===== src/rtl/audio_err_pkg.sv =====
package audio_err_pkg;

    localparam int CODE_W = 3;
    localparam int PIN_W  = 6;

    typedef enum logic [CODE_W-1:0] {
        ERR_NONE    = 3'd0,
        ERR_VALID   = 3'd1,
        ERR_SLIP    = 3'd2,
        ERR_CONF    = 3'd3,
        ERR_BIPHASE = 3'd4,
        ERR_PARITY  = 3'd5,
        ERR_UNLOCK  = 3'd6
    } err_code_e;

    typedef struct packed {
        logic unlock;
        logic parity;
        logic biphase;
        logic conf;
        logic slip;
        logic valid;
    } err_src_t;

    // most severe active source wins
    function automatic err_code_e rank_errors(err_src_t s);
        if (s.unlock)       return ERR_UNLOCK;
        else if (s.parity)  return ERR_PARITY;
        else if (s.biphase) return ERR_BIPHASE;
        else if (s.conf)    return ERR_CONF;
        else if (s.slip)    return ERR_SLIP;
        else if (s.valid)   return ERR_VALID;
        else                return ERR_NONE;
    endfunction

    function automatic err_code_e worse_of(err_code_e a, err_code_e b);
        return (a > b) ? a : b;
    endfunction

endpackage


===== src/rtl/sel_clear_timer.sv =====
module sel_clear_timer #(
    parameter int HOLD = 8
) (
    input  logic clk,
    input  logic rst,
    input  logic sel,
    output logic clr_pulse
);
    localparam int CNT_MAX = HOLD + 1;
    localparam int CNT_W   = $clog2(CNT_MAX + 1);

    logic [CNT_W-1:0] hold_cnt;

    // fires on the high edge that pushes the count past HOLD
    assign clr_pulse = sel && (hold_cnt == CNT_W'(HOLD));

    always_ff @(posedge clk) begin
        if (rst || !sel) begin
            hold_cnt <= '0;
        end else if (hold_cnt != CNT_W'(CNT_MAX)) begin
            hold_cnt <= hold_cnt + 1'b1;
        end
    end
endmodule


===== src/rtl/sample_err_flag.sv =====
module sample_err_flag (
    input  logic clk,
    input  logic rst,
    input  logic word_start,
    input  logic parity,
    input  logic biphase,
    input  logic unlock,
    output logic flag
);
    logic coding_err;
    logic sample_err_q;

    assign coding_err = parity | biphase;

    always_ff @(posedge clk) begin
        if (rst) begin
            sample_err_q <= 1'b0;
        end else if (word_start) begin
            sample_err_q <= coding_err;
        end else begin
            sample_err_q <= sample_err_q | coding_err;
        end
    end

    // loss of lock taints the sample at once
    assign flag = sample_err_q | unlock;
endmodule


===== src/rtl/err_prio_latch.sv =====
module err_prio_latch
    import audio_err_pkg::*;
(
    input  logic      clk,
    input  logic      rst,
    input  err_src_t  src,
    input  logic      clr,
    output err_code_e code
);
    err_code_e now_code;
    err_code_e code_q;

    assign now_code = rank_errors(src);

    always_ff @(posedge clk) begin
        if (rst) begin
            code_q <= ERR_NONE;
        end else if (clr) begin
            code_q <= now_code;
        end else begin
            code_q <= worse_of(code_q, now_code);
        end
    end

    assign code = code_q;
endmodule


===== src/rtl/audio_err_latch.sv =====
module audio_err_latch
    import audio_err_pkg::*;
#(
    parameter int CLR_HOLD = 8
) (
    input  logic             clk,
    input  logic             rst,
    input  logic             word_start,
    input  logic             valid_bit,
    input  logic             slip_err,
    input  logic             conf_err,
    input  logic             biphase_err,
    input  logic             parity_err,
    input  logic             unlock,
    input  logic             sel,
    input  logic [PIN_W-1:0] cs_bits,
    input  logic [2:0]       freq_code,
    output logic             err_flag,
    output logic             vld_err_flag,
    output logic [PIN_W-1:0] shared_pins
);
    localparam int FREQ_W = PIN_W - CODE_W;

    err_src_t  src;
    err_code_e code_q;
    logic      clr_pulse;
    logic      flag_int;

    assign src = '{unlock:  unlock,
                   parity:  parity_err,
                   biphase: biphase_err,
                   conf:    conf_err,
                   slip:    slip_err,
                   valid:   valid_bit};

    sel_clear_timer #(.HOLD(CLR_HOLD)) u_timer (
        .clk       (clk),
        .rst       (rst),
        .sel       (sel),
        .clr_pulse (clr_pulse)
    );

    sample_err_flag u_flag (
        .clk        (clk),
        .rst        (rst),
        .word_start (word_start),
        .parity     (parity_err),
        .biphase    (biphase_err),
        .unlock     (unlock),
        .flag       (flag_int)
    );

    err_prio_latch u_latch (
        .clk  (clk),
        .rst  (rst),
        .src  (src),
        .clr  (clr_pulse),
        .code (code_q)
    );

    assign err_flag     = flag_int;
    assign vld_err_flag = flag_int | valid_bit;

    generate
        for (genvar i = 0; i < PIN_W; i++) begin : g_pin
            if (i < CODE_W) begin : g_code
                assign shared_pins[i] = sel ? cs_bits[i] : code_q[i];
            end else begin : g_freq
                assign shared_pins[i] = sel ? cs_bits[i] : freq_code[i-CODE_W];
            end
        end
    endgenerate

    initial begin
        if (FREQ_W != 3) $error("frequency field width mismatch");
    end
endmodule


===== config.mk =====
export PLATFORM = sky130hd
export DESIGN_NAME = audio_err_latch
export DESIGN_NICKNAME = d
export VERILOG_FILES = /design/src/rtl/audio_err_pkg.sv /design/src/rtl/sel_clear_timer.sv /design/src/rtl/sample_err_flag.sv /design/src/rtl/err_prio_latch.sv /design/src/rtl/audio_err_latch.sv
export SDC_FILE = /design/constraint.sdc
export NUM_CORES = 1
export LEC_CHECK = 0
export ABC_CLOCK_PERIOD_IN_PS = 2200
export CAP_MARGIN = 20
export CORE_AREA = 2 2 39 41
export CTS_CLUSTER_DIAMETER = 120
export DETAILED_ROUTE_END_ITERATION = 10
export DIE_AREA = 0 0 41 43
export DONT_BUFFER_PORTS = 1
export GPL_ROUTABILITY_DRIVEN = 0
export PLACE_DENSITY = 0.57
export SYNTH_ARGS = -nofsm -noshare
export SYNTH_HDL_FRONTEND = slang
export SYNTH_SLANG_ARGS = --single-unit
export TNS_END_PERCENT = 50

===== constraint.sdc =====
create_clock -name clk -period 2.2 [get_ports clk]
set_clock_uncertainty 0.05 [all_clocks]
set_input_delay 0.44 -clock clk [delete_from_list [all_inputs] [get_ports clk]]
set_output_delay 0.44 -clock clk [all_outputs]
set_load 0.005 [all_outputs]

# Word level (Yosys, flattened, before mapping)
# Index checks and enable logic that the tools add are counted.
[word_totals] reg_bits=8 in_bits=19 output_inout_bits=8 elab_cells=30
[op_classes] addsub=1 n_lt_le_gt_ge=1 n_eq_ne=3 n_mux=15 bitwise=4 n_reduce_logical=3
[ops] op="$mux 3" count=7
[ops] op="$mux 1" count=8
[ops] op="$add 4x1->4 const B" count=1
[ops] op="$eq 4x4->1 const B" count=1
[ops] op="$ne 4x4->1 const B" count=1
[ops] op="$or 1x1->1" count=4
[ops] op="$gt 3x3->1" count=1
[ops] op="$ne 2x2->1 const B" count=1
[ops] op="$logic_and 1x1->1" count=1
[ops] op="$logic_not 1->1" count=1
[ops] op="$logic_or 1x1->1" count=1

# Logic depth before layout (Yosys ltp)
# Gate-level depths: netlist of run 1.
[logic_depth] word_depth=9 depth_mapped=9 mapped_depth_nobuf=9

# By module
# A second synthesis of run 1 with hierarchy kept.
[unflattened] hier_cells=64 hier_area_um2=600.6
[by_module_without_submodules] mod="sel_clear_timer" n_inst=1 cells_per_inst=23 area_per_inst_um2=234.0 seq_area_each_um2=80.1
[by_module_without_submodules] mod="err_prio_latch" n_inst=1 cells_per_inst=28 area_per_inst_um2=217.7 seq_area_each_um2=60.1
[by_module_without_submodules] mod="audio_err_latch" n_inst=1 cells_per_inst=8 area_per_inst_um2=107.6 seq_area_each_um2=0.0
[by_module_without_submodules] mod="sample_err_flag" n_inst=1 cells_per_inst=5 area_per_inst_um2=41.3 seq_area_each_um2=20.0

# Worst setup path after synthesis of run 1
# OpenSTA, ideal clock, no wires.
[synth_timing] kind="in2reg" from="input port slip_err" to="register u_latch.code_q[0] (netlist: u_latch.code[0])" setup_ns=0.096 arrival_time_ns=1.634 required_time_ns=2.054 setup_slack_ns=0.421 cell_stages=7 path_buffers=0 cell_sequence="or2_2 -> a21oi_1 -> ha_1 -> nand2_1 -> o21a_1 -> nor2_1 -> o41ai_2"
[synth_between] elab_chain_len=7 word_cells_on_any_way=9 cone_classes="1 x order compare; 1 x eq/ne; 7 x mux"
[synth_lines] element="start: declaration" line="audio_err_latch.sv:10" rtl="input logic slip_err,"
[synth_lines] element="$mux 3 *" line="audio_err_pkg.sv:31" rtl="else if (s.slip) return ERR_SLIP;"
[synth_lines] element="$mux 3 *" line="audio_err_pkg.sv:30" rtl="else if (s.conf) return ERR_CONF;"
[synth_lines] element="$mux 3 *" line="audio_err_pkg.sv:29" rtl="else if (s.biphase) return ERR_BIPHASE;"
[synth_lines] element="$mux 3 *" line="audio_err_pkg.sv:28" rtl="else if (s.parity) return ERR_PARITY;"
[synth_lines] element="$mux 3 *" line="audio_err_pkg.sv:27" rtl="if (s.unlock) return ERR_UNLOCK;"
[synth_lines] element="$gt 3x3->1 / $mux 3 (equally long branches)" line="audio_err_pkg.sv:37" rtl="return (a > b) ? a : b;"
[synth_lines] element="$ne 2x2->1 (no source line) / $mux 3 (equally long branches)"
[synth_lines] element="end signal: assignment" line="err_prio_latch.sv:19" rtl="code_q <= now_code;"
[synth_lines] element="end signal: assignment" line="err_prio_latch.sv:21" rtl="code_q <= worse_of(code_q, now_code);"
[synth_lines] element="end: declaration" line="err_prio_latch.sv:11" rtl="err_code_e code_q;"
# Every way passes the cells marked *; elsewhere a longest branch is shown, timed or not. The select of a mux whose other input is x is not followed.
# A chain may end at the register's enable or synchronous reset.

# Worst setup path in the final report of run 1
[layout_timing] from="input port slip_err" to="register u_latch.code_q[1] (netlist: u_latch.code[1])"
# Same word-level chain as after synthesis.

==> impl_metrics.py, run 1 <==
metrics = {
    "clock_network": {
        "cts-htree-levels": 1,
        "cts_hold_repair.buffers": 0,
        "cts.repair_timing.setup_buffer_count": 0,
        "cts_tree": "built",
        "cts_inserted_buffers": 3,
        "buffer_levels_on_the_longest_clock_path": 2,
        "clk_transition_reported_paths_ns": 0.06,
        "clock_sink_count": 8,
        "ctsRootBufferMaster": "sky130_fd_sc_hd__clkbuf_4",
        "clock_latency_on_the_worst_skew_pair_ns": 0.25,
        "cts-resized-gates": 0,
    },
    "detailed_routing": {
        "drt-pass1-iter-count": 3,
        "post_drt_via_cell_ratio": 5.24,
        "post-route-drc-count": 0,
        "post_drt_wl_per_cell_um": 12.2,
        "detail-route-antenna-nets": 0,
        "via_count": 456,
        "detailed_route_wl_um": 1060,
        "initial_drc_count": 2,
    },
    "place": {
        "portBuffers": 0,
        "place.detailed.hpwl_um": 896,
    },
    "floorplanning": {
        "dieWidth_um": 41,
        "core-area_um2": 1380,
        "initial_core_util_pct": 42.9,
        "fp.dieArea_um2": 1760,
        "number_of_top_level_pins": 27,
        "die_y_um": 43,
        "floorplan.rows": 14,
    },
    "timing": {
        "rsz_0062_raised_after_global_routing": "false",
        "post-route-period-util_pct": 73.4,
        "timing.final.max_slew_violations": 0,
        "finalSetupViolCount": 0,
        "fmax_mhz": 619,
        "finalHoldWorstSlack_ns": 0.202,
        "worst_slew_margin_rel_pct": 79.2,
        "final-hold-violation-count": 0,
        "post-route-min-period_ns": 1.62,
        "tightest_slew_ns": 0.310,
        "setup_total_negative_slack_ns": 0,
    },
    "worst_setup_path": {
        "path_max_fanout": 3,
        "worstPathRequired_ns": 2.32,
        "worst-endpoint-arrival_ns": 1.74,
        "worst_setup_path_end_kind": "flop",
        "critical_path.startpoint_type": "primary input",
        "worst-setup-path-type": "primary input to flop",
    },
    "global_route": {
        "first_global_vias": 449,
        "grt_antenna_before_repair": 0,
        "grt_first_pass_wirelength_um": 1810,
        "grt_max_degree": 10,
        "grt-ovfl-total": 0,
        "groute.usage.overall_pct": 15.7,
    },
    "run_status": {
        "run_status": "completed",
    },
    "cells_and_area": {
        "antenna_cells_inserted": 0,
        "drive_gt1_share_pct": 22.5,
        "area_growth_pct": 5.26,
        "fill_cells": 153,
        "final_nets": 98,
        "layout.cells.most_common_list": "8 x sky130_fd_sc_hd__nor2_1, 8 x sky130_fd_sc_hd__dfxtp_1, 7 x sky130_fd_sc_hd__nand2_1, 6 x sky130_fd_sc_hd__mux2_2, 6 x sky130_fd_sc_hd__ha_1",
    },
    "synthesis": {
        "area_of_the_mapped_netlist_um2": 594,
        "synth_nets": 94,
        "number_of_synthesized_register_bits": 8,
        "ys.flop_type": "sky130_fd_sc_hd__dfxtp_1",
        "yosysWarnings": 0,
        "async_reset_ff_share_pct": 0,
        "synthCells": 69,
        "part_of_the_yosys_area_used_for_sequential_elements_pct": 26.9,
        "synth_enable_flop_cells": 0,
        "synth_cell_type_count": 25,
        "syn_area_per_cell_um2": 8.61,
    },
    "job": {
        "drv_cap": 0,
    },
    "pwr": {
        "power.density_nw_per_um2": 583,
        "total_leakage_power_nw": 0.253,
        "power.ir.vdd_worst_mv": 0.375,
    },
    "hold_path": {
        "hold_path_class": "primary input to flop",
    },
}
Yosys cell counts, types with 2 or more instances:
library cell	n	share of area (%)
sky130_fd_sc_hd__nand3_1	2	1.7
sky130_fd_sc_hd__nor3_1	3	2.5
sky130_fd_sc_hd__dfxtp_1	8	27
sky130_fd_sc_hd__o21ai_0	2	1.7
sky130_fd_sc_hd__a21oi_1	4	3.4
sky130_fd_sc_hd__nand2_1	7	4.4
sky130_fd_sc_hd__mux2_2	6	11
sky130_fd_sc_hd__inv_1	5	3.2
sky130_fd_sc_hd__nor2_1	8	5.1
sky130_fd_sc_hd__a211oi_1	2	2.5
sky130_fd_sc_hd__or2_2	2	2.1
sky130_fd_sc_hd__nand2b_1	2	2.1
sky130_fd_sc_hd__ha_1	6	13
stage by stage:
step                instances  total power [mW]  util (%)  area, µm²  setup WS, ns
finish                     87             0.365      45.2        626         0.584
CTS                        87             0.374      45.2        626         0.554
global route               87             0.393      45.2        626         0.427
detailed placement         84             0.258      43.6        603         0.292
floorplan                  69             0.248         -        594         0.421
global placement           84             0.258      43.6        603         0.304
per-layer routing:
| metal | vias up | wire, µm | GRT usage [%] |
|---|---|---|---|
| met5 | - | 0 | 0 |
| met4 | 0 | 18 | 8.00 |
| met3 | 2 | 50 | 7.85 |
| met2 | 8 | 571 | 25.9 |
| met1 | 200 | 423 | 15.0 |
| li1 | 246 | - | - |
cells by family (layout without fill, tap and decap cells):
kind of cell | after synthesis | count (layout) | share of synthesized area [%]
AO/OA/AOI/OAI | 12 | 12 | 17.1
multiplexers | 6 | 6 | 11.4
flip-flops | 8 | 8 | 26.9
XOR/XNOR | 2 | 2 | 2.95
AND/OR/NAND/NOR | 29 | 29 | 24.0
adder cells (fa/ha/maj) | 6 | 6 | 12.6
buffers and inverters | 6 | 8 | 5.05
worst paths after layout:
path | endpoint | cells after the start | slack [ns] | start
setup / recovery | u_latch.code[1]$_SDFFE_PP0P_ | 7 | 0.58 | slip_err
setup reg to reg | u_latch.code[2]$_SDFFE_PP0P_ | 5 | 0.76 | u_latch.code[2]$_SDFFE_PP0P_
hold / removal | u_latch.code[2]$_SDFFE_PP0P_ | 1 | 0.20 | rst
hold reg to reg | u_flag.sample_err_q$_SDFF_PP0_ | 2 | 0.42 | u_flag.sample_err_q$_SDFF_PP0_
layout make-up:
type	instances	area (µm²)	share of cell area, %
Multi-Input combinational cell	55	404	64.6
Sequential cell	8	160	25.6
Clock buffer	3	22.5	3.60
Tap cell	16	20.0	3.20
Inverter	5	18.8	3.00
state kept, by name, indices dropped and copies added (netlist names):
name	cells
u_timer.hold_cnt	4
u_latch.code	3
u_flag.sample_err_q	1
power by group:
group          switching (mW)  leakage, nW  internal (mW)  total [mW]
Combinational          0.0462        0.173         0.0435      0.0897
Clock                  0.0499       0.0138         0.0624       0.112
Sequential            0.00738       0.0660          0.155       0.163
Total                   0.103        0.253          0.261       0.365
worst max-delay path: stages:
cell and delay [ns]:
sky130_fd_sc_hd__or2_2 0.27, sky130_fd_sc_hd__a21oi_1 0.21, sky130_fd_sc_hd__ha_1 0.28, sky130_fd_sc_hd__nand2_1 0.12
sky130_fd_sc_hd__o21a_1 0.16, sky130_fd_sc_hd__nor3_1 0.06, sky130_fd_sc_hd__a211oi_1 0.20
No activity file was read; power rests on OpenSTA's default activity.
==> run 2: changes to the inputs <==
Settings changed: ABC_CLOCK_PERIOD_IN_PS 2200 to 1350, PLACE_DENSITY 0.57 to 0.59.
Clock period 2.2 ns to 1.35 ns, I/O delays scaled along.
==> run 2 against run 1 <==
  * Die area stayed put
  * Largest power group is now combinational logic
  * Worst setup slack worse by 0.57 ns
  * Clock power is 55% higher
  * Sequential share of layout area is 6.3 points lower
  * Largest cell class unchanged
  * Non-clock buffer count is 11 higher
  * Register-to-register slack worse by 0.75 ns
  * Critical path depth is 2 lower
  * Global-route usage is 1.8 points higher
  * Via count is 15% higher
==> impl_metrics.py, run 2 (synthesis gave the netlist of run 1 again) <==
metrics = {
    "run_status": {
        "run_status": "completed",
    },
    "detailed_routing": {
        "via_count": 523,
        "detailed_route_wl_um": 1340,
        "post_drt_via_cell_ratio": 5.34,
        "post-route-drc-count": 0,
        "drt-pass1-iter-count": 1,
        "initial_drc_count": 0,
        "post_drt_wl_per_cell_um": 13.7,
        "detail-route-antenna-nets": 0,
    },
    "cells_and_area": {
        "final_nets": 109,
        "area_growth_pct": 45.3,
        "layout.area.seq_um2": 166,
        "antenna_cells_inserted": 0,
        "multiInputGateArea_um2": 546,
        "largest_reg_flops": 4,
        "drive_gt1_share_pct": 57.3,
        "instances_no_fill": 98,
        "layout.cells.most_common_list": "9 x sky130_fd_sc_hd__buf_4, 6 x sky130_fd_sc_hd__mux2_2",
        "final_cell_area_um2": 863,
        "layout_commonest_cell": "sky130_fd_sc_hd__buf_4",
        "fill_cells": 111,
        "register_with_the_most_flip_flops": "u_timer.hold_cnt",
    },
    "hold_path": {
        "hold_path_class": "primary input to flop",
    },
    "floorplanning": {
        "core-area_um2": 1380,
        "number_of_top_level_pins": 27,
        "floorplan.rows": 14,
        "dieWidth_um": 41,
        "die_y_um": 43,
        "initial_core_util_pct": 42.9,
        "fp.dieArea_um2": 1760,
    },
    "pwr": {
        "total_leakage_power_nw": 0.341,
        "power.density_nw_per_um2": 873,
        "power.ir.vdd_worst_mv": 0.582,
    },
    "worst_setup_path": {
        "cp_num_buf_inv": 0,
        "path_max_fanout": 3,
        "worst-endpoint-arrival_ns": 1.42,
        "crit_path_cell_trace": "ha_4, nand2_4, o21a_4, nor3_4, a211oi_2",
        "worstPathRequired_ns": 1.43,
        "cpMaxStageDelayCell": "sky130_fd_sc_hd__dfxtp_4",
        "critical_path.startpoint_type": "flop",
        "slowest_delay_ns": 0.35,
        "worst_setup_path_end_kind": "flop",
        "worst-setup-path-type": "flop to flop",
        "critical-path-top-delay-family": "flip-flops",
    },
    "timing": {
        "finalSetupViolCount": 0,
        "rsz_0062_raised_after_global_routing": "true",
        "fmax_mhz": 749,
        "timing.final.max_slew_violations": 0,
        "tightest_slew_ns": 0.222,
        "worst_slew_margin_rel_pct": 85.2,
        "post-route-min-period_ns": 1.34,
        "post-route-period-util_pct": 98.9,
        "final-hold-violation-count": 0,
    },
    "global_route": {
        "first_global_vias": 526,
        "grt_first_pass_wirelength_um": 2130,
        "grt_antenna_before_repair": 0,
        "grt-ovfl-total": 0,
        "grt_max_degree": 10,
        "groute.usage.overall_pct": 17.5,
    },
    "clock_network": {
        "clk_transition_reported_paths_ns": 0.05,
        "clock_sink_count": 8,
        "ctsRootBufferMaster": "sky130_fd_sc_hd__clkbuf_4",
        "buffer_levels_on_the_longest_clock_path": 2,
        "cts-htree-levels": 1,
        "cts_hold_repair.buffers": 0,
        "cts_tree": "built",
        "clock_latency_on_the_worst_skew_pair_ns": 0.25,
        "cts_inserted_buffers": 3,
    },
    "place": {
        "place.detailed.hpwl_um": 922,
        "placement.cell_area_um2": 669,
        "portBuffers": 0,
        "place.detailed.instances": 92,
    },
    "job": {
        "drv_cap": 0,
    },
}
[run 2: changes by cell type in the layout (fill, tap and decap cells not counted), sizes merged]
cell / change
buf: +11
[run 2: worst paths after layout]
| kind | startpoint | depth (start not counted) | slack, ns | endpoint |
|---|---|---|---|---|
| setup / recovery | u_latch.code[1]$_SDFFE_PP0P_ | 5 | 0.01 | u_latch.code[1]$_SDFFE_PP0P_ |
| hold / removal | rst | 1 | 0.03 | u_latch.code[1]$_SDFFE_PP0P_ |
| setup reg to reg | u_latch.code[1]$_SDFFE_PP0P_ | 5 | 0.01 | u_latch.code[1]$_SDFFE_PP0P_ |
| hold reg to reg | u_flag.sample_err_q$_SDFF_PP0_ | 2 | 0.42 | u_flag.sample_err_q$_SDFF_PP0_ |
[run 2: per-layer routing]
metal / GRT usage (%) / vias up / routed length (µm)
met5: 0 / - / 0
met1: 19.2 / 248 / 495
li1: - / 267 / -
met2: 31.3 / 6 / 815
met4: 6.00 / 0 / 8
met3: 3.14 / 2 / 21
[run 2: worst register-to-register path, stage by stage (launching register included)]
cell,delay (ns)
sky130_fd_sc_hd__dfxtp_4,0.35
sky130_fd_sc_hd__ha_4,0.29
sky130_fd_sc_hd__nand2_4,0.06
sky130_fd_sc_hd__o21a_4,0.24
sky130_fd_sc_hd__nor3_4,0.19
sky130_fd_sc_hd__a211oi_2,0.04
[run 2: through the flow]
stage / setup WS (ns) / utilization (%) / total power, mW / setup TNS [ns] / hold slack, ns
finish: 0.0148 / 62.4 / 0.754 / 0 / 0.0330
global route: -0.0387 / 62.4 / 0.802 / -0.0999 / 0.0205
CTS: -0.0169 / 55.9 / 0.683 / -0.0324 / 0.0325
detailed placement: -0.302 / 48.4 / 0.448 / -0.868 / 0.294
global placement: -0.320 / 48.4 / 0.447 / -0.894 / 0.294
floorplan: -0.209 / - / 0.409 / -0.612 / 0.289
[run 2: layout make-up]
| type | instances | area share (%) |
|---|---|---|
| Tap cell | 16 | 2.32 |
| Timing Repair Buffer | 11 | 10.4 |
| Sequential cell | 8 | 19.3 |
| Multi-Input combinational cell | 55 | 63.2 |
| Inverter | 5 | 2.17 |
| Clock buffer | 3 | 2.61 |
[run 2: repair_timing]
item / CTS / global route
endpoints found under the setup margin: 3 / 3
endpoints found under the hold margin: 0 / 0
gates cloned: 0 / 0
resized for setup: 13 / 17
setup buffers: 2 / 1
pin swaps: 12 / 14
[run 2: where the power goes]
| group | leakage [nW] | internal [mW] | switching, mW | total (mW) |
|---|---|---|---|---|
| Combinational | 0.260 | 0.168 | 0.142 | 0.310 |
| Sequential | 0.0670 | 0.256 | 0.0138 | 0.270 |
| Clock | 0.0138 | 0.101 | 0.0724 | 0.174 |
| Total | 0.341 | 0.525 | 0.228 | 0.754 |
